[src/rtl/rxfmt_pkg.sv]
package rxfmt_pkg;

  typedef enum logic [2:0] {
    S_IDLE, S_HDR, S_DATA, S_TAIL, S_CRC, S_FIN, S_DONE
  } fmt_state_e;

  localparam logic [7:0] CTL_ODD  = 8'h60;
  localparam logic [7:0] CTL_EVEN = 8'h40;
  localparam int         ST_LONG_BIT = 11;
  localparam int         ST_ODD_BIT  = 12;

  // one byte of the reflected CRC-32 register update
  function automatic logic [31:0] crc32_byte(input logic [31:0] c, input logic [7:0] b);
    logic [31:0] r;
    r = c ^ {24'h0, b};
    for (int i = 0; i < 8; i++) begin
      r = r[0] ? ((r >> 1) ^ 32'hEDB88320) : (r >> 1);
    end
    return r;
  endfunction

  function automatic logic [15:0] rx_status(input logic [15:0] len, input logic [15:0] long_lim);
    logic [15:0] s;
    s = '0;
    s[ST_LONG_BIT] = (len > long_lim);
    s[ST_ODD_BIT]  = len[0];
    return s;
  endfunction

  function automatic logic [15:0] body_size(input logic [15:0] len, input logic [15:0] min_len);
    return (len < min_len) ? min_len : {len[15:1], 1'b0};
  endfunction

  function automatic logic [15:0] byte_count(input logic [15:0] size, input logic keep);
    return size + 16'd6 + (keep ? 16'd4 : 16'd0);
  endfunction

endpackage

[src/rtl/rxfmt_admit.sv]
module rxfmt_admit
  import rxfmt_pkg::*;
#(
  parameter int LEN_W      = 12,
  parameter int MIN_FRAME  = 64,
  parameter int MAX_FRAME  = 1518,
  parameter int PAGE_BYTES = 2048
) (
  input  logic [LEN_W-1:0] len,
  input  logic             rx_on,
  input  logic             soft_rst,
  input  logic             strip_crc,
  output logic             ok,
  output logic [15:0]      size,
  output logic [15:0]      count,
  output logic [15:0]      status,
  output logic             odd_long
);
  localparam logic [15:0] MINL = 16'(MIN_FRAME);
  localparam logic [15:0] MAXL = 16'(MAX_FRAME);
  localparam logic [15:0] LIM  = 16'(PAGE_BYTES);

  logic [15:0] len16;

  always_comb begin
    len16    = {{(16-LEN_W){1'b0}}, len};
    size     = body_size(len16, MINL);
    count    = byte_count(size, !strip_crc);
    status   = rx_status(len16, MAXL);
    odd_long = len16[0] && (len16 >= MINL);
    ok       = rx_on && !soft_rst && (count <= LIM);
  end
endmodule

[src/rtl/rxfmt_crc.sv]
module rxfmt_crc
  import rxfmt_pkg::*;
(
  input  logic        clk,
  input  logic        rst_n,
  input  logic        clr,
  input  logic        en,
  input  logic [7:0]  din,
  output logic [31:0] crc_fin
);
  logic [31:0] crc_q;

  always_ff @(posedge clk) begin
    if (!rst_n || clr) crc_q <= '1;
    else if (en)       crc_q <= crc32_byte(crc_q, din);
  end

  assign crc_fin = ~crc_q;
endmodule

[src/rtl/rxfmt_seq.sv]
module rxfmt_seq
  import rxfmt_pkg::*;
#(
  parameter int PAGE_W = 2,
  parameter int AW     = 11
) (
  input  logic              clk,
  input  logic              rst_n,
  input  logic              start,
  input  logic              ok,
  input  logic [15:0]       len,
  input  logic [15:0]       size,
  input  logic [15:0]       count,
  input  logic [15:0]       status,
  input  logic              odd_long,
  input  logic              keep_crc,
  input  logic [PAGE_W-1:0] page,
  output logic              frm_rdy,
  input  logic              in_vld,
  input  logic [7:0]        in_data,
  output logic              in_rdy,
  output logic              mem_we,
  output logic [PAGE_W-1:0] mem_page,
  output logic [AW-1:0]     mem_addr,
  output logic [7:0]        mem_wdata,
  output logic              crc_clr,
  output logic              crc_en,
  output logic [7:0]        crc_byte,
  input  logic [31:0]       crc_val,
  output logic              done,
  output logic [PAGE_W-1:0] done_page,
  output logic              drop
);
  fmt_state_e        st;
  logic [15:0]       cnt, len_q, size_q, count_q, status_q;
  logic              keep_q, odd_q, drop_q;
  logic [7:0]        tail_q;
  logic [PAGE_W-1:0] page_q;
  logic [AW-1:0]     addr_q;

  logic acc, need_in, take, wr, data_real, last_data;
  fmt_state_e after_body;

  always_comb begin
    frm_rdy    = (st == S_IDLE) || (st == S_DONE);
    acc        = start && frm_rdy;
    data_real  = (cnt < len_q);
    need_in    = ((st == S_DATA) && data_real) || (st == S_TAIL);
    take       = need_in && in_vld;
    last_data  = (cnt == size_q - 16'd1);
    after_body = keep_q ? S_CRC : S_FIN;
    wr = (st == S_HDR) || (st == S_CRC) || (st == S_FIN) ||
         ((st == S_DATA) && (!data_real || in_vld));
    mem_wdata = 8'h00;
    unique case (st)
      S_HDR: begin
        unique case (cnt[1:0])
          2'd0: mem_wdata = status_q[7:0];
          2'd1: mem_wdata = status_q[15:8];
          2'd2: mem_wdata = count_q[7:0];
          default: mem_wdata = count_q[15:8];
        endcase
      end
      S_DATA: mem_wdata = data_real ? in_data : 8'h00;
      S_CRC: begin
        unique case (cnt[1:0])
          2'd0: mem_wdata = crc_val[7:0];
          2'd1: mem_wdata = crc_val[15:8];
          2'd2: mem_wdata = crc_val[23:16];
          default: mem_wdata = crc_val[31:24];
        endcase
      end
      S_FIN: begin
        if (cnt == 16'd0) mem_wdata = odd_q ? tail_q : 8'h00;
        else              mem_wdata = odd_q ? CTL_ODD : CTL_EVEN;
      end
      default: mem_wdata = 8'h00;
    endcase
    in_rdy    = need_in;
    mem_we    = wr;
    mem_page  = page_q;
    mem_addr  = addr_q;
    crc_clr   = acc && ok;
    crc_en    = ((st == S_DATA) && wr) || ((st == S_TAIL) && take);
    crc_byte  = (st == S_TAIL) ? in_data : mem_wdata;
    done      = (st == S_DONE);
    done_page = page_q;
    drop      = drop_q;
  end

  always_ff @(posedge clk) begin
    if (!rst_n) begin
      st <= S_IDLE; cnt <= '0; len_q <= '0; size_q <= '0; count_q <= '0;
      status_q <= '0; keep_q <= 1'b0; odd_q <= 1'b0; drop_q <= 1'b0;
      tail_q <= '0; page_q <= '0; addr_q <= '0;
    end else begin
      drop_q <= acc && !ok;
      if (wr) addr_q <= addr_q + 1'b1;
      unique case (st)
        S_HDR: if (cnt == 16'd3) begin st <= S_DATA; cnt <= '0; end
               else cnt <= cnt + 16'd1;
        S_DATA: if (wr) begin
          if (last_data) begin st <= odd_q ? S_TAIL : after_body; cnt <= '0; end
          else cnt <= cnt + 16'd1;
        end
        S_TAIL: if (take) begin tail_q <= in_data; st <= after_body; end
        S_CRC: if (cnt == 16'd3) begin st <= S_FIN; cnt <= '0; end
               else cnt <= cnt + 16'd1;
        S_FIN: if (cnt == 16'd1) begin st <= S_DONE; cnt <= '0; end
               else cnt <= cnt + 16'd1;
        default: st <= S_IDLE;
      endcase
      if (acc && ok) begin
        st <= S_HDR; cnt <= '0; addr_q <= '0;
        len_q <= len; size_q <= size; count_q <= count; status_q <= status;
        keep_q <= keep_crc; odd_q <= odd_long; page_q <= page;
      end
    end
  end

  // write offsets stay below the count written in the header
  p_addr_bound_r4: assert property (@(posedge clk) disable iff (!rst_n)
    mem_we |-> (16'(addr_q) < count_q));
  // back-to-back writes of a frame use consecutive offsets
  p_addr_step_r9: assert property (@(posedge clk) disable iff (!rst_n)
    (mem_we && $past(mem_we)) |-> (addr_q == $past(addr_q) + 1'b1));
  p_done_drop_excl_r1: assert property (@(posedge clk) disable iff (!rst_n)
    !(done && drop));
  // stream bytes are only pulled while a frame is in flight
  p_pull_busy_r10: assert property (@(posedge clk) disable iff (!rst_n)
    in_rdy |-> !frm_rdy);
endmodule

[src/rtl/rx_page_formatter.sv]
module rx_page_formatter
  import rxfmt_pkg::*;
#(
  parameter int LEN_W      = 12,
  parameter int PAGE_W     = 2,
  parameter int PAGE_BYTES = 2048,
  parameter int MIN_FRAME  = 64,
  parameter int MAX_FRAME  = 1518,
  localparam int AW        = $clog2(PAGE_BYTES)
) (
  input  logic              clk,
  input  logic              rst_n,
  input  logic              cfg_rx_on,
  input  logic              cfg_soft_rst,
  input  logic              cfg_strip_crc,
  input  logic              frm_start,
  input  logic [LEN_W-1:0]  frm_len,
  input  logic [PAGE_W-1:0] frm_page,
  output logic              frm_rdy,
  input  logic              in_vld,
  input  logic [7:0]        in_data,
  output logic              in_rdy,
  output logic              mem_we,
  output logic [PAGE_W-1:0] mem_page,
  output logic [AW-1:0]     mem_addr,
  output logic [7:0]        mem_wdata,
  output logic              rx_done,
  output logic [PAGE_W-1:0] rx_page,
  output logic              rx_drop
);
  logic        ok, odd_long, crc_clr, crc_en;
  logic [15:0] size, count, status, len16;
  logic [7:0]  crc_byte;
  logic [31:0] crc_val;

  assign len16 = {{(16-LEN_W){1'b0}}, frm_len};

  rxfmt_admit #(.LEN_W(LEN_W), .MIN_FRAME(MIN_FRAME), .MAX_FRAME(MAX_FRAME),
                .PAGE_BYTES(PAGE_BYTES)) u_admit (
    .len(frm_len), .rx_on(cfg_rx_on), .soft_rst(cfg_soft_rst),
    .strip_crc(cfg_strip_crc), .ok(ok), .size(size), .count(count),
    .status(status), .odd_long(odd_long));

  rxfmt_crc u_crc (
    .clk(clk), .rst_n(rst_n), .clr(crc_clr), .en(crc_en), .din(crc_byte),
    .crc_fin(crc_val));

  rxfmt_seq #(.PAGE_W(PAGE_W), .AW(AW)) u_seq (
    .clk(clk), .rst_n(rst_n), .start(frm_start), .ok(ok), .len(len16),
    .size(size), .count(count), .status(status), .odd_long(odd_long),
    .keep_crc(!cfg_strip_crc), .page(frm_page), .frm_rdy(frm_rdy),
    .in_vld(in_vld), .in_data(in_data), .in_rdy(in_rdy), .mem_we(mem_we),
    .mem_page(mem_page), .mem_addr(mem_addr), .mem_wdata(mem_wdata),
    .crc_clr(crc_clr), .crc_en(crc_en), .crc_byte(crc_byte), .crc_val(crc_val),
    .done(rx_done), .done_page(rx_page), .drop(rx_drop));

  // a refused frame is answered by a drop strobe and no write
  p_reject_off_r1: assert property (@(posedge clk) disable iff (!rst_n)
    (frm_start && frm_rdy && (!cfg_rx_on || cfg_soft_rst)) |=> (rx_drop && !mem_we));
  p_page_hold_r9: assert property (@(posedge clk) disable iff (!rst_n)
    (mem_we && $past(mem_we)) |-> $stable(mem_page));
  // completion follows the closing write directly
  p_done_after_fin_r9: assert property (@(posedge clk) disable iff (!rst_n)
    rx_done |-> $past(mem_we));
  p_done_pulse_r9: assert property (@(posedge clk) disable iff (!rst_n)
    rx_done |=> !rx_done);
endmodule

[config.mk]
export PLATFORM = sky130hd
export DESIGN_NAME = rx_page_formatter
export DESIGN_NICKNAME = d
export VERILOG_FILES = /design/src/rtl/rxfmt_pkg.sv /design/src/rtl/rxfmt_admit.sv /design/src/rtl/rxfmt_crc.sv /design/src/rtl/rxfmt_seq.sv /design/src/rtl/rx_page_formatter.sv
export SDC_FILE = /design/constraint.sdc
export NUM_CORES = 1
export LEC_CHECK = 0
export ABC_AREA = 1
export BUFFER_PORTS_ARGS = -buffer_cell sky130_fd_sc_hd__buf_2
export CAP_MARGIN = 10
export CORE_MARGIN = 3
export CORE_UTILIZATION = 63
export DETAILED_ROUTE_END_ITERATION = 16
export HOLD_SLACK_MARGIN = 0.12
export PLACE_DENSITY = 0.83
export REMOVE_ABC_BUFFERS = 1
export SLEW_MARGIN = 20
export SYNTH_ARGS = -nofsm -noshare
export SYNTH_HDL_FRONTEND = slang
export SYNTH_SLANG_ARGS = --single-unit
[constraint.sdc]
create_clock -name clk -period 5.3 [get_ports clk]
set_input_delay 0.795 -clock clk [delete_from_list [all_inputs] [get_ports clk]]
set_output_delay 0.795 -clock clk [all_outputs]
set_load 0.02 [all_outputs]
Word-level counts from Yosys, hierarchy flattened
Index checks and enable logic that the tools add are counted.
Widths: inputs -> output; s select.

word-level totals
  memories = 0
  output and inout port bits = 28
  flip-flop bits (word level) = 121
  memory bits (writable) = 0
  bits in read-only memories = 0
  bits of input ports = 29
  logic and storage cells = 125
  bits in latches = 0

cells by class
  multiplexer cells = 33
  add/sub/neg operators = 5
  multiply operators = 0
  reductions and logical operators = 34
  equality and inequality tests = 23
  order comparisons = 5
  shift operators = 0
  bitwise logic cells = 11
  div/mod/pow operators = 0

operators with widths
  operator               number
  $mux 32                8
  $not 13->14            8
  $mux 16                4
  $pmux 16 s3            1
  $pmux 8 s3             2
  $mux 8                 4
  $not 32->32            1
  $pmux 8 s4             1
  $xor 32x8->32          1
  $mux 3                 8
  $add 16x1->16 const B  1
  $add 16x16->16         1
  $add 16x3->16 const B  1
  $eq 16x1->1 const B    1
  $eq 16x16->1           1
  $eq 16x2->1 const B    1
  $le 16x12->1 const B   1
  $logic_not 16->1       1
  $lt 16x12->1           1
  $sub 16x1->16 const B  1
  $pmux 3 s5             1
  $ge 12x7->1 const B    1
  $gt 12x11->1 const B   1
  $lt 12x7->1 const B    1
  23 further kinds       59

Logic depth before layout (Yosys ltp)
Gate-level depths: netlist of the first run.

  word-level depth = 21
  depth in mapped cells = 22
  depth with buffers taken out = 21

Hierarchy
From an unflattened synthesis of the first run, not the netlist that was laid out.

unflattened totals
  cell total of the unflattened synthesis = 1500
  area total of the unflattened synthesis = 9469.1 sq um

by module, submodules not included
  module             sequential area each (sq um)  area each (sq um)  times used  cells an instance
  rxfmt_seq          2142.1                        6446.2             1           978
  rxfmt_crc          640.6                         2376.0             1           409
  rxfmt_admit        0.0                           639.4              1           111
  rx_page_formatter  0.0                           7.5                1           2

Worst setup path after synthesis of the first run
OpenSTA, ideal clock, no wires.

  path type = in2reg
  start point = input port frm_len[8]
  end point = register u_seq.cnt[12]
  buffers on the path = 1
  setup time = 125 ps
  required time = 5175 ps
  arrival = 3244 ps
  setup slack = 1931 ps
  stages on the path = 20
  path through = nor4_2 -> nand3_2 -> nand2_1 -> ha_1 -> inv_1 -> ha_1 -> fa_1 -> nor2_1 -> nand2_1 -> nor2_1 -> nand2_1 -> nor2_1 -> nand4_1 -> nand2_1 -> nand3_4 -> nand2_4 -> inv_2 -> nand2_4 -> buf_6 -> nor2_1

on the way
  word-level cells in the longest chain between the ends = 8

ends and longest elaborated chain
  what                       line                     text
  start: declaration         rx_page_formatter.sv:17  input logic [LEN_W-1:0] frm_len,
  $lt 12x7->1                rxfmt_pkg.sv:31          return (len < min_len) ? min_len : {len[15:1], 1'b0};
  $mux 12                    rxfmt_pkg.sv:31
  $add 16x3->16              rxfmt_pkg.sv:35          return size + 16'd6 + (keep ? 16'd4 : 16'd0);
  $add 16x16->16             rxfmt_pkg.sv:35
  via count[3]               rx_page_formatter.sv:32  logic [15:0] size, count, status, len16;
  $le 16x12->1               rxfmt_admit.sv:31        ok = rx_on && !soft_rst && (count <= LIM);
  $logic_and 1x1->1          rxfmt_admit.sv:31
  $logic_and 1x1->1          rxfmt_seq.sv:113         if (acc && ok) begin
  $reduce_or 2->1 (no line)  --
  end signal: assignment     rxfmt_seq.sv:104         else cnt <= cnt + 16'd1;
  end signal: assignment     rxfmt_seq.sv:108         else cnt <= cnt + 16'd1;
  end signal: assignment     rxfmt_seq.sv:110         else cnt <= cnt + 16'd1;
  end: declaration           rxfmt_seq.sv:35          logic [15:0] cnt, len_q, size_q, count_q, status_q;

The timed path passes the listed nets, and every way through them passes these cells.
A chain may end at the register's enable or synchronous reset.

Final worst setup path of the first run
  start point = input port frm_len[8]
  end point = register u_seq.len_q[8]

on the way
  word-level cells in the longest chain between the ends = 7

ends and longest elaborated chain
  what                    line                     text
  $lt 12x7->1             rxfmt_pkg.sv:31
  $mux 12                 rxfmt_pkg.sv:31
  $add 16x3->16           rxfmt_pkg.sv:35
  $add 16x16->16          rxfmt_pkg.sv:35
  via count[3]            rx_page_formatter.sv:32
  $le 16x12->1            rxfmt_admit.sv:31
  $logic_and 1x1->1       rxfmt_admit.sv:31
  $logic_and 1x1->1       rxfmt_seq.sv:113
  end signal: assignment  rxfmt_seq.sv:115         len_q <= len; size_q <= size; count_q <= count; status_q <= status;
  end: declaration        rxfmt_seq.sv:35

The timed path passes the listed nets, and every way through them passes these cells.

==> results of run 1 <==
-- synth_stat cells (all sizes together) --
| cell type | n | area share (%) |
|---|---|---|
| nand2 | 414 | 21 |
| inv | 136 | 6.8 |
| nand3 | 113 | 7.8 |
| dfxtp | 111 | 29 |
| nor2 | 110 | 5.9 |
| a21oi | 76 | 5.3 |
| o21ai | 50 | 3.3 |
| nand4 | 37 | 3.1 |
| xor2 | 36 | 4.2 |
| buf | 26 | 2.3 |
| ha | 20 | 3.3 |
| nor3 | 13 | 0.86 |
| o211ai | 11 | 1.1 |
| nor4 | 9 | 0.83 |
| o22ai | 8 | 0.66 |
| clkbuf | 6 | 0.30 |
| nor3b | 6 | 0.66 |
| xnor2 | 5 | 0.58 |
| a211oi | 3 | 0.30 |
| nand3b | 3 | 0.30 |
| or2 | 3 | 0.25 |
| a31oi | 2 | 0.17 |
| o221ai | 2 | 0.23 |
| o41ai | 2 | 0.23 |
| a21boi | 1 | 0.099 |
| clkinv | 1 | 0.066 |
| fa | 1 | 0.26 |
| nand2b | 1 | 0.083 |
| o2111a | 1 | 0.15 |
| o211a | 1 | 0.13 |
| o21a | 1 | 0.099 |
-- routing by layer --
layer / part of all wire, % / GRT usage (%) / vias to the layer above
met1: 45 / 47.5 / 3632
li1: - / - / 4010
met4: 1.9 / 9.39 / 0
met3: 11 / 9.09 / 44
met2: 42 / 51.3 / 410
met5: 0 / 0 / -
-- registers in the layout, indices dropped and copies added (netlist names) --
signal           cells
u_seq.cnt           16
u_seq.done_page      2
u_crc.crc_q         32
u_seq.keep_q         1
u_seq.mem_addr      11
u_seq.status_q       1
u_seq.len_q         12
u_seq.drop           1
u_seq.count_q       12
u_seq.tail_q         8
u_seq.size_q        11
u_seq.st             3
u_seq.odd_q          1
-- stage by stage --
stage	std cells	worst slack (ns)	utilization (%)
final	1396	1.41	70.5
after global routing	1396	1.08	70.5
after CTS	1396	1.42	70.5
after detailed placement	1380	1.06	67.9
after global placement	1380	1.20	67.9
after floorplan	1177	1.48	-
-- layout make-up --
cell class,count,area [µm²],share of cell area [%]
multi-input cells,929,4630,56.7
clock inverters,6,61.3,0.752
clock buffers,10,239,2.93
inverters,137,515,6.32
flip-flops and latches,111,2220,27.3
repair buffers,60,310,3.81
well taps,143,179,2.19
-- cells by family (layout without fill, tap and decap cells) --
family          after synthesis  after routing
flops                       111            111
compound gates              158            158
simple gates                709            709
buf+inv                     169            213
xor+xnor                     41             41
fa+ha+maj                    21             21
-- worst paths after layout --
| path | from | end | slack [ns] | cells past startpoint |
|---|---|---|---|---|
| worst min register to register | u_seq.count_q[12]$_SDFFE_PN0P_ | u_seq.count_q[12]$_SDFFE_PN0P_ | 0.45 | 2 |
| worst min-delay path | u_seq.count_q[12]$_SDFFE_PN0P_ | u_seq.count_q[12]$_SDFFE_PN0P_ | 0.45 | 2 |
| worst max-delay path | frm_len[8] | u_seq.len_q[8]$_SDFFE_PN0P_ | 1.41 | 19 |
| worst max register to register | u_seq.cnt[9]$_SDFFE_PP0P_ | u_crc.crc_q[21]$_SDFFE_PP1P_ | 1.77 | 13 |
-- power groups by stage --
stage                     Clock, µW  Combinational (µW)  Sequential [µW]
after floorplan                   0                 197              882
after global placement            0                 280              884
after detailed placement          0                 286              884
after CTS                       700                 288              865
after global routing            735                 329              867
final                           691                 296              865
-- cell usage in the layout, fill, tap and decap left out, drive strengths merged --
cell type and n:
nor4 9, a21boi 1, nor3 13, o41ai 2
dfxtp 111, o21a 1, clkinvlp 1, clkinv 3
nand3b 3, o221ai 2, clkbuf 10, xor2 36
nor3b 6, o22ai 8, o211ai 11, buf 60
a211oi 3, nand2b 1, inv 139, ha 20
o2111a 1, or2 3, xnor2 5, o211a 1
fa 1, o21ai 50, nor2 110, a21oi 76
nand2 414, nand3 113, a31oi 2, nand4 37
-- tightest hold or removal path, stage by stage, from the launching register on --
cell	delay [ns]
dfxtp_1	0.30
inv_1	0.07
nor2_1	0.04
==> results.sh, run 1 <==
export IMPL_ios=57
export IMPL_power_density_nw_per_um2=227
export IMPL_path_max_fanout=42
export IMPL_tightest_slew_ns=1.05
export IMPL_cts_sinks=111
export IMPL_totalWireLength_um=21800
export IMPL_fin_crit_sh_pct=73.4
export IMPL_cap_violations=0
export IMPL_grt_pass1_wl_um=35900
export IMPL_synth_cells=1209
export IMPL_synth_simple_gate_area_share_pct=41.1
export IMPL_clock_path_buffers=2
export IMPL_synth_compound_area_share_pct=11.8
export IMPL_synth_fa_ha_area_share_pct=3.58
export IMPL_cts_htree_levels=3
export IMPL_p_sw_uw=573
export IMPL_pwr_share_seq_pct=46.7
export IMPL_cp_slowest_cell="fa_1"
export IMPL_finalPower_uw=1850
export IMPL_wl_per_cell_um=15.6
export IMPL_finalSetupViolations=0
export IMPL_synth_top_family_by_area="simple AND/OR/NAND/NOR gates"
export IMPL_rows=39
export IMPL_path_class="input pin to flip-flop"
export IMPL_fin_skew_ns=0.00922
export IMPL_synthXorXnorAreaFrac_pct=4.75
export IMPL_fin_nets=1298
export IMPL_drtIter0Drc=933
export IMPL_syn_cell_area_um2=7560
export IMPL_synth_cell_types=47
export IMPL_fp_dieW_um=116
export IMPL_fp_dieH_um=116
export IMPL_synth_warnings=0
export IMPL_drc=0
export IMPL_swShare_pct=30.9
export IMPL_leakage_uw=0.00392
export IMPL_hold_viol=0
export IMPL_place_gp_congestion=0.955
export IMPL_worst_path_dominant_cell_family="simple AND/OR/NAND/NOR gates"
export IMPL_clock_latency_ns=0.36
export IMPL_cts_tree="yes"
export IMPL_path_cells="buf_2 > nor4_2 > nand3_2 > nand2_1 > ha_1 > inv_1 > ha_1 > fa_1 > nor2_1 > nand2_1 > nor2_1 > nand2_1 > nor2_1 > nand4_1 > nand2_1 > nand3_4 > nand2_4 > buf_4 > o21ai_0"
export IMPL_crit_path_frequent_cell="nand2_1"
export IMPL_post_route_min_period_ns=3.89
export IMPL_grt_use_total_pct=33.8
export IMPL_critPathLaunchType="input pin"
export IMPL_synthMuxAreaShare_pct=0
export IMPL_worst_setup_path_end_kind="flip-flop"
export IMPL_grt_start_max_net_pins=43
export IMPL_cts_resized=0
export IMPL_port_buffers=56
export IMPL_fin_tns_setup_ns=0
export IMPL_cts_buffers=9
export IMPL_antenna_left=0
export IMPL_fillers=1078
export IMPL_place_area_um2=7850
export IMPL_antenna_found_initial=0
export IMPL_final_area_um2=8150
export IMPL_cts_clk_slew_worst_paths_ns=0.08
export IMPL_clockRootBuffer="clkbuf_16"
export IMPL_slowest_delay_ns=0.44
export IMPL_drt_first_pass_iters=5
export IMPL_max_slew_margin_pct=29.8
export IMPL_fmax_ghz=0.257
export IMPL_drive_above_1_share_pct=9.74
export IMPL_grt_pass1_vias=7404
export IMPL_grt_overflow_total=0
export IMPL_crit_arrival_ns=4.12
export IMPL_initial_core_util_pct=65.4
export IMPL_coreArea_um2=11600
export IMPL_hp_class="flip-flop to flip-flop"
export IMPL_postCtsSetupRepairBufs=0
export IMPL_drv_slew=0
export IMPL_hold_buffers=0
export IMPL_die_area_um2=13300
export IMPL_viasPerCell=5.80
export IMPL_synth_seq_cells=111
export IMPL_via_count=8096
export IMPL_rsz0062_at_grt="false"
export IMPL_cp_buffers_inverters=3
export IMPL_yosysSeqAreaShare_pct=29.4
export IMPL_p_int_uw=1280
export IMPL_combPwrFrac_pct=16.0
export IMPL_ir_drop_mv=0.245
export IMPL_status="finished clean"
export IMPL_whs_ns=0.451
export IMPL_p_clk_share_pct=37.3
export IMPL_syn_area_per_cell_um2=6.25
export IMPL_syn_to_final_growth_pct=7.88
export IMPL_antenna_cells=0
export IMPL_required_ns=5.53
export IMPL_dp_hpwl_um=15800
No activity file was read; power rests on OpenSTA's default activity.
==> run 2, diff against run 1 <==
--- a/config.mk
+++ b/config.mk
@@ -5,14 +5,14 @@
 export SDC_FILE = /design/constraint.sdc
 export NUM_CORES = 1
 export LEC_CHECK = 0
-export ABC_AREA = 1
+export ABC_AREA = 0
 export BUFFER_PORTS_ARGS = -buffer_cell sky130_fd_sc_hd__buf_2
 export CAP_MARGIN = 10
 export CORE_MARGIN = 3
-export CORE_UTILIZATION = 63
+export CORE_UTILIZATION = 61
 export DETAILED_ROUTE_END_ITERATION = 16
 export HOLD_SLACK_MARGIN = 0.12
-export PLACE_DENSITY = 0.83
+export PLACE_DENSITY = 0.81
 export REMOVE_ABC_BUFFERS = 1
 export SLEW_MARGIN = 20
 export SYNTH_ARGS = -nofsm -noshare
==> constraint.sdc (replaced) <==
create_clock -name clk -period 3.9 [get_ports clk]
set_input_delay 0.585 -clock clk [delete_from_list [all_inputs] [get_ports clk]]
set_output_delay 0.585 -clock clk [all_outputs]
set_load 0.02 [all_outputs]
==> results.sh, run 2 <==
export IMPL_status="finished clean"
export IMPL_cts_clk_slew_worst_paths_ns=0.10
export IMPL_r2r_end="u_crc.crc_q[24]$_SDFFE_PP1P_"
export IMPL_grt_use_total_pct=28.9
export IMPL_drt_first_pass_iters=5
export IMPL_finalSetupViolations=0
export IMPL_crit_arrival_ns=4.14
export IMPL_fin_nets=927
export IMPL_path_cells="buf_2 > or3_4 > or4_4 > buf_4 > and2_4 > ha_1 > a21o_1 > and2_1 > xnor2_1 > nand3_1 > o41ai_2 > o2111ai_1 > or2_4 > buf_4 > nand2_1 > o21ai_0 > and2_1"
export IMPL_grt_start_max_net_pins=61
export IMPL_ios=57
export IMPL_syn_area_per_cell_um2=8.57
export IMPL_grt_overflow_total=0
export IMPL_fp_dieW_um=112
export IMPL_power_density_nw_per_um2=330
export IMPL_clock_latency_ns=0.41
export IMPL_startpoint="frm_len[7]"
export IMPL_netlist_top_cells_count="dfxtp_1 (111), nand2_1 (100), xnor2_1 (66)"
export IMPL_crit_end="u_seq.count_q[8]$_SDFFE_PN0P_"
export IMPL_r2r_start="u_seq.cnt[0]$_SDFFE_PP0P_"
export IMPL_layout_commonest_cell="dfxtp_1"
export IMPL_ir_drop_mv=0.359
export IMPL_fin_util_pct=73.1
export IMPL_worst_setup_path_end_kind="flip-flop"
export IMPL_syn_to_final_growth_pct=16.2
export IMPL_top_register="u_crc.crc_q"
export IMPL_synth_edf_count=0
export IMPL_fin_crit_sh_pct=98.6
export IMPL_synth_seq_cells=111
export IMPL_grt_pass1_wl_um=29300
export IMPL_cts_tree="yes"
export IMPL_place_ws_ns=-0.687
export IMPL_synth_main_ff_cell="dfxtp_1"
export IMPL_hp_class="input pin to flip-flop"
export IMPL_cts_sinks=111
export IMPL_synth_warnings=0
export IMPL_slowest_delay_ns=0.47
export IMPL_yosysTopAreaCell="dfxtp_1"
export IMPL_die_area_um2=12500
export IMPL_via_count=6094
export IMPL_path_depth=17
export IMPL_reg_top3="u_crc.crc_q x32, u_seq.cnt x16"
export IMPL_layout_common_cells="dfxtp_1 (111), nand2_1 (98), xnor2_1 (65)"
export IMPL_rsz0062_at_grt="true"
export IMPL_yosysMostFrequentCell="dfxtp_1"
export IMPL_worst_path_dominant_cell_family="simple AND/OR/NAND/NOR gates"
export IMPL_cts_htree_levels=3
export IMPL_drive_above_1_share_pct=20.9
export IMPL_r2r_slack_ns=0.30
export IMPL_tightest_slew_ns=0.671
export IMPL_synth_cell_types=74
export IMPL_drv_slew=0
export IMPL_cp_buffers_inverters=3
export IMPL_synth_area_leaders="dfxtp_1 (32%), xnor2_1 (8.4%), nand2_1 (5.5%)"
export IMPL_totalWireLength_um=17900
export IMPL_place_gp_congestion=0.933
export IMPL_antenna_left=0
export IMPL_viasPerCell=5.96
export IMPL_synth_cells=800
export IMPL_antenna_found_initial=0
export IMPL_clock_path_buffers=2
export IMPL_largest_register_ffs=32
export IMPL_wl_per_cell_um=17.6
export IMPL_cap_violations=0
export IMPL_rows=38
export IMPL_cp_slowest_cell="or4_4"
export IMPL_drc=0
export IMPL_grt_pass1_vias=5969
export IMPL_post_route_min_period_ns=3.84
export IMPL_critPathLaunchType="input pin"
export IMPL_clockRootBuffer="clkbuf_8"
export IMPL_r2r_cells=13
export IMPL_port_buffers=56
export IMPL_async_flop_share_pct=0
export IMPL_initial_core_util_pct=62.9
export IMPL_coreArea_um2=10900
export IMPL_drtIter0Drc=431
export IMPL_hold_viol=0
export IMPL_path_max_fanout=12
export IMPL_synth_top_cell_area_share_pct=32.4
export IMPL_dp_hpwl_um=12900
export IMPL_final_cells=1022
export IMPL_placed_cells=1001
export IMPL_antenna_cells=0
export IMPL_yosysSeqAreaShare_pct=32.4
export IMPL_required_ns=4.20
export IMPL_fmax_ghz=0.260
export IMPL_cts_buffers=9
export IMPL_fin_skew_ns=0.0245
export IMPL_leakage_uw=0.00336
export IMPL_max_slew_margin_pct=54.9
export IMPL_path_class="input pin to flip-flop"
export IMPL_fin_ws_ns=0.0551
export IMPL_fp_dieH_um=112
export IMPL_syn_cell_area_um2=6850
[run 2: cell count changes after synthesis, sizes merged, moves of 13 or more]
cell    previous run  this run
inv              136        30
nand2b             1        18
nor2b              0        23
and2               0        13
a21boi             1        24
a21oi             76        40
xnor2              5        77
clkbuf             6        38
nor2             110        49
buf               26         8
nand2            414       100
nand4             37        10
nand3            113        26
o21ai             50        24
[run 2: report_power, final]
group | total (µW) | switching, µW | internal (µW)
registers | 1230 | 51.0 | 1180
logic | 694 | 372 | 322
clock network | 708 | 428 | 280
total | 2630 | 851 | 1780
[run 2: repair_timing]
action	CTS	global route
gates resized for setup	10	31
endpoints found under the setup margin	102	103
setup buffers	0	3
hold buffers	0	0
cloned	2	0
pin swaps	0	6
endpoints found under the hold margin	0	0
[run 2: cells by family (layout without fill, tap and decap cells)]
logic type / Yosys count / in the layout / synth area share, %
xor gates and xnor gates: 120 / 120 / 18.2
adders and majority gates: 21 / 21 / 3.94
DFF: 111 / 111 / 32.4
AOI/OAI and AO/OA: 175 / 175 / 18.8
and+or+nand+nor: 283 / 283 / 20.5
muxes: 12 / 12 / 1.75
buffers and inverters: 78 / 160 / 4.44
[run 2: metrics by stage]
stage	setup TNS [ns]	area, µm²	hold WS (ns)	total power [µW]
2_1_floorplan	-80.00	6670	0.443	1690
3_3_place_gp	-46.37	7540	0.452	1880
3_5_place_dp	-56.15	7540	0.457	1900
4_1_cts	0	7820	0.418	2610
5_1_grt	-0.293	7960	0.441	2750
6_report	0	7960	0.426	2630
[run 2: layout make-up]
cell class              count  area [µm²]
multi-input cells         611        4450
fillers                   815        2930
flip-flops and latches    111        2220
repair buffers            112         792
well taps                 140         175
clock buffers              11         151
inverters                  32         120
clock inverters             5        46.3
[run 2: tightest hold or removal path: cells and delay by family]
| family | cells | cell delay, ns |
|---|---|---|
| and+or+nand+nor | 1 | 0.05 |
| buffers and inverters | 1 | 0.09 |
| AOI/OAI and AO/OA | 1 | 0.05 |
[run 2: metal layers]
metal	vias to the layer above	routed length, µm	track usage (%)
met2	230	8640	47.7
met5	-	0	0
li1	2902	-	-
met1	2902	7550	36.1
met3	60	1120	6.03
met4	0	638	13.9
[run 2: worst min path at each step]
| stage | startpoint | to | cells after the start |
|---|---|---|---|
| 2_1_floorplan | u_seq.tail_q[7]$_SDFFE_PN0P_ | u_seq.tail_q[7]$_SDFFE_PN0P_ | 2 |
| 3_3_place_gp | u_seq.tail_q[0]$_SDFFE_PN0P_ | u_seq.tail_q[0]$_SDFFE_PN0P_ | 2 |
| 3_5_place_dp | u_seq.tail_q[0]$_SDFFE_PN0P_ | u_seq.tail_q[0]$_SDFFE_PN0P_ | 2 |
| 4_1_cts | frm_page[1] | u_seq.done_page[1]$_SDFFE_PN0P_ | 3 |
| 5_1_grt | frm_page[0] | u_seq.done_page[0]$_SDFFE_PN0P_ | 3 |
| 6_report | frm_page[0] | u_seq.done_page[0]$_SDFFE_PN0P_ | 3 |
==> run 3, diff against run 2 <==
--- a/config.mk
+++ b/config.mk
@@ -9,10 +9,11 @@
 export BUFFER_PORTS_ARGS = -buffer_cell sky130_fd_sc_hd__buf_2
 export CAP_MARGIN = 10
 export CORE_MARGIN = 3
-export CORE_UTILIZATION = 61
+export CORE_UTILIZATION = 63
 export DETAILED_ROUTE_END_ITERATION = 16
+export GPL_TIMING_DRIVEN = 0
 export HOLD_SLACK_MARGIN = 0.12
-export PLACE_DENSITY = 0.81
+export PLACE_DENSITY = 0.83
 export REMOVE_ABC_BUFFERS = 1
 export SLEW_MARGIN = 20
 export SYNTH_ARGS = -nofsm -noshare
==> constraint.sdc (replaced) <==
create_clock -name clk -period 4.5 [get_ports clk]
set_input_delay 0.675 -clock clk [delete_from_list [all_inputs] [get_ports clk]]
set_output_delay 0.675 -clock clk [all_outputs]
set_load 0.02 [all_outputs]
==> results.sh, run 3 (same netlist as run 2, synthesis figures left out) <==
export IMPL_status="finished clean"
export IMPL_drv_slew=0
export IMPL_wl_per_cell_um=18.1
export IMPL_initial_core_util_pct=65.5
export IMPL_max_slew_margin_pct=37.3
export IMPL_top_register="u_crc.crc_q"
export IMPL_swShare_pct=30.3
export IMPL_fin_util_pct=71.9
export IMPL_whs_ns=0.478
export IMPL_fp_dieW_um=110
export IMPL_finalSetupViolations=0
export IMPL_via_count=5966
export IMPL_grt_start_max_net_pins=53
export IMPL_slowest_delay_ns=0.57
export IMPL_layout_commonest_cell="dfxtp_1"
export IMPL_cts_htree_levels=3
export IMPL_cts_sinks=111
export IMPL_cts_tree="yes"
export IMPL_min_from="u_seq.len_q[11]$_SDFFE_PN0P_"
export IMPL_cap_violations=0
export IMPL_cp_buffers_inverters=2
export IMPL_worst_path_dominant_cell_family="simple AND/OR/NAND/NOR gates"
export IMPL_r2r_start="u_seq.cnt[1]$_SDFFE_PP0P_"
export IMPL_cts_clk_slew_worst_paths_ns=0.10
export IMPL_fin_tns_setup_ns=0
export IMPL_cp_slowest_cell="or2_2"
export IMPL_fin_skew_ns=0.0144
export IMPL_p_int_uw=1600
export IMPL_grt_pass1_wl_um=28300
export IMPL_drive_above_1_share_pct=15.6
export IMPL_r2r_slack_ns=0.22
export IMPL_cts_buffers=9
export IMPL_clockRootBuffer="clkbuf_8"
export IMPL_final_area_um2=7530
export IMPL_post_route_min_period_ns=4.39
export IMPL_fp_dieH_um=110
export IMPL_reg_top3="u_crc.crc_q x32, u_seq.cnt x16"
export IMPL_grt_overflow_total=0
export IMPL_drt_first_pass_iters=5
export IMPL_largest_register_ffs=32
export IMPL_antenna_found_initial=0
export IMPL_drc=0
export IMPL_drtIter0Drc=644
export IMPL_crit_path_frequent_cell="ha_1"
export IMPL_antenna_cells=0
export IMPL_fillers=818
export IMPL_clock_latency_ns=0.39
export IMPL_coreArea_um2=10500
export IMPL_hold_viol=0
export IMPL_layout_common_cells="dfxtp_1 (111), nand2_1 (98), xnor2_1 (66)"
export IMPL_path_max_fanout=24
export IMPL_place_area_um2=7160
export IMPL_antenna_left=0
export IMPL_tightest_slew_ns=0.941
export IMPL_clock_path_buffers=2
export IMPL_fin_crit_sh_pct=97.5
export IMPL_port_buffers=56
export IMPL_totalWireLength_um=17600
export IMPL_required_ns=4.78
export IMPL_worst_setup_path_end_kind="flip-flop"
export IMPL_rows=37
export IMPL_hp_class="flip-flop to flip-flop"
export IMPL_r2r_cells=11
export IMPL_die_area_um2=12200
export IMPL_path_cells="buf_2 > or3_4 > or4_4 > nand2_2 > ha_1 > inv_1 > ha_1 > fa_2 > and2_2 > o41a_1 > o31ai_1 > a31oi_1 > o41ai_2 > o2111ai_2 > or2_2 > mux2i_1 > nor2b_1"
export IMPL_combPwrFrac_pct=23.6
export IMPL_multi_input_area_um2=4430
export IMPL_leakage_uw=0.00310
export IMPL_viasPerCell=6.14
export IMPL_critPathLaunchType="input pin"
export IMPL_r2r_end="u_crc.crc_q[25]$_SDFFE_PP1P_"
export IMPL_syn_to_final_growth_pct=9.82
export IMPL_dp_hpwl_um=12400
export IMPL_power_density_nw_per_um2=305
export IMPL_p_sw_uw=697
export IMPL_grt_pass1_vias=5796
export IMPL_place_gp_congestion=0.901
export IMPL_ios=57
export IMPL_fin_nets=881
export IMPL_hold_path_depth=2
export IMPL_crit_arrival_ns=4.66
export IMPL_p_clk_share_pct=30.0
export IMPL_path_class="input pin to flip-flop"
export IMPL_min_to="u_seq.len_q[11]$_SDFFE_PN0P_"
export IMPL_pwr_share_seq_pct=46.4
export IMPL_fmax_ghz=0.228
export IMPL_regArea_um2=2220
export IMPL_ir_drop_mv=0.265
export IMPL_grt_use_total_pct=29.7
## run 3: cell types whose count changed in the layout (fill, tap and decap cells not counted), moves of 3 or more
| cell | before | now |
|---|---|---|
| inv_6 | 3 | 0 |
| a21boi_0 | 19 | 24 |
| buf_4 | 46 | 5 |
| a21boi_1 | 5 | 0 |
| or2_2 | 1 | 4 |
| buf_6 | 3 | 0 |
| buf_12 | 5 | 0 |
## run 3: area by class of cell
class / instances / area share, %
Clock buffer: 12 / 2.06
Clock inverter: 4 / 1.03
Inverter: 32 / 1.63
Multi-Input combinational cell: 615 / 58.9
Sequential cell: 111 / 29.5
Tap cell: 136 / 2.26
Timing Repair Buffer: 62 / 4.59
## run 3: tightest hold or removal path, stage by stage (launching register included)
cell and delay (ns):
dfxtp_1 0.32, nand2_1 0.05, a21boi_0 0.06
## run 3: worst max-delay path by stage
stage | start | to | slack, ns | cells past startpoint
after floorplan | frm_len[7] | u_seq.cnt[0]$_SDFFE_PP0P_ | -0.63 | 17
after global routing | frm_len[8] | u_seq.count_q[6]$_SDFFE_PN0P_ | -0.03 | 19
final | frm_len[8] | u_seq.count_q[2]$_SDFFE_PN0P_ | 0.11 | 17
after global placement | frm_len[8] | u_seq.cnt[0]$_SDFFE_PP0P_ | -1.56 | 18
after CTS | frm_len[8] | u_seq.cnt[0]$_SDFFE_PP0P_ | 0.006 | 18
after detailed placement | frm_len[8] | u_seq.cnt[0]$_SDFFE_PP0P_ | -1.59 | 18
## run 3: repair_timing
action                     in CTS  in global routing
gates resized for setup         9                  9
buffers inserted                0                  4
pin swaps                       1                  3
setup endpoints to repair     102                 56
gates cloned                    2                  2
hold buffers                    0                  0
## run 3: metrics by stage
stage	instances	setup WS (ns)	power, µW
2_1_floorplan	754	-0.634	1470
3_3_place_gp	946	-1.56	1570
3_5_place_dp	948	-1.59	1600
4_1_cts	966	0.00645	2290
5_1_grt	972	-0.0338	2400
6_report	972	0.114	2300
## run 3: power groups by stage
stage | logic (µW) | registers, µW | clock network (µW)
final | 542 | 1070 | 690
after global routing | 584 | 1070 | 740
after CTS | 526 | 1060 | 695
after detailed placement | 515 | 1090 | 0
after global placement | 490 | 1080 | 0
after floorplan | 388 | 1080 | 0
## run 3: metal layers
layer  share of wire [%]  global-route usage (%)  vias up
li1                    -                       -     2821
met1                  42                    37.8     2844
met2                  49                    49.5      261
met3                 6.8                    5.24       40
met4                 2.6                    13.1        0
met5                   0                       0        -
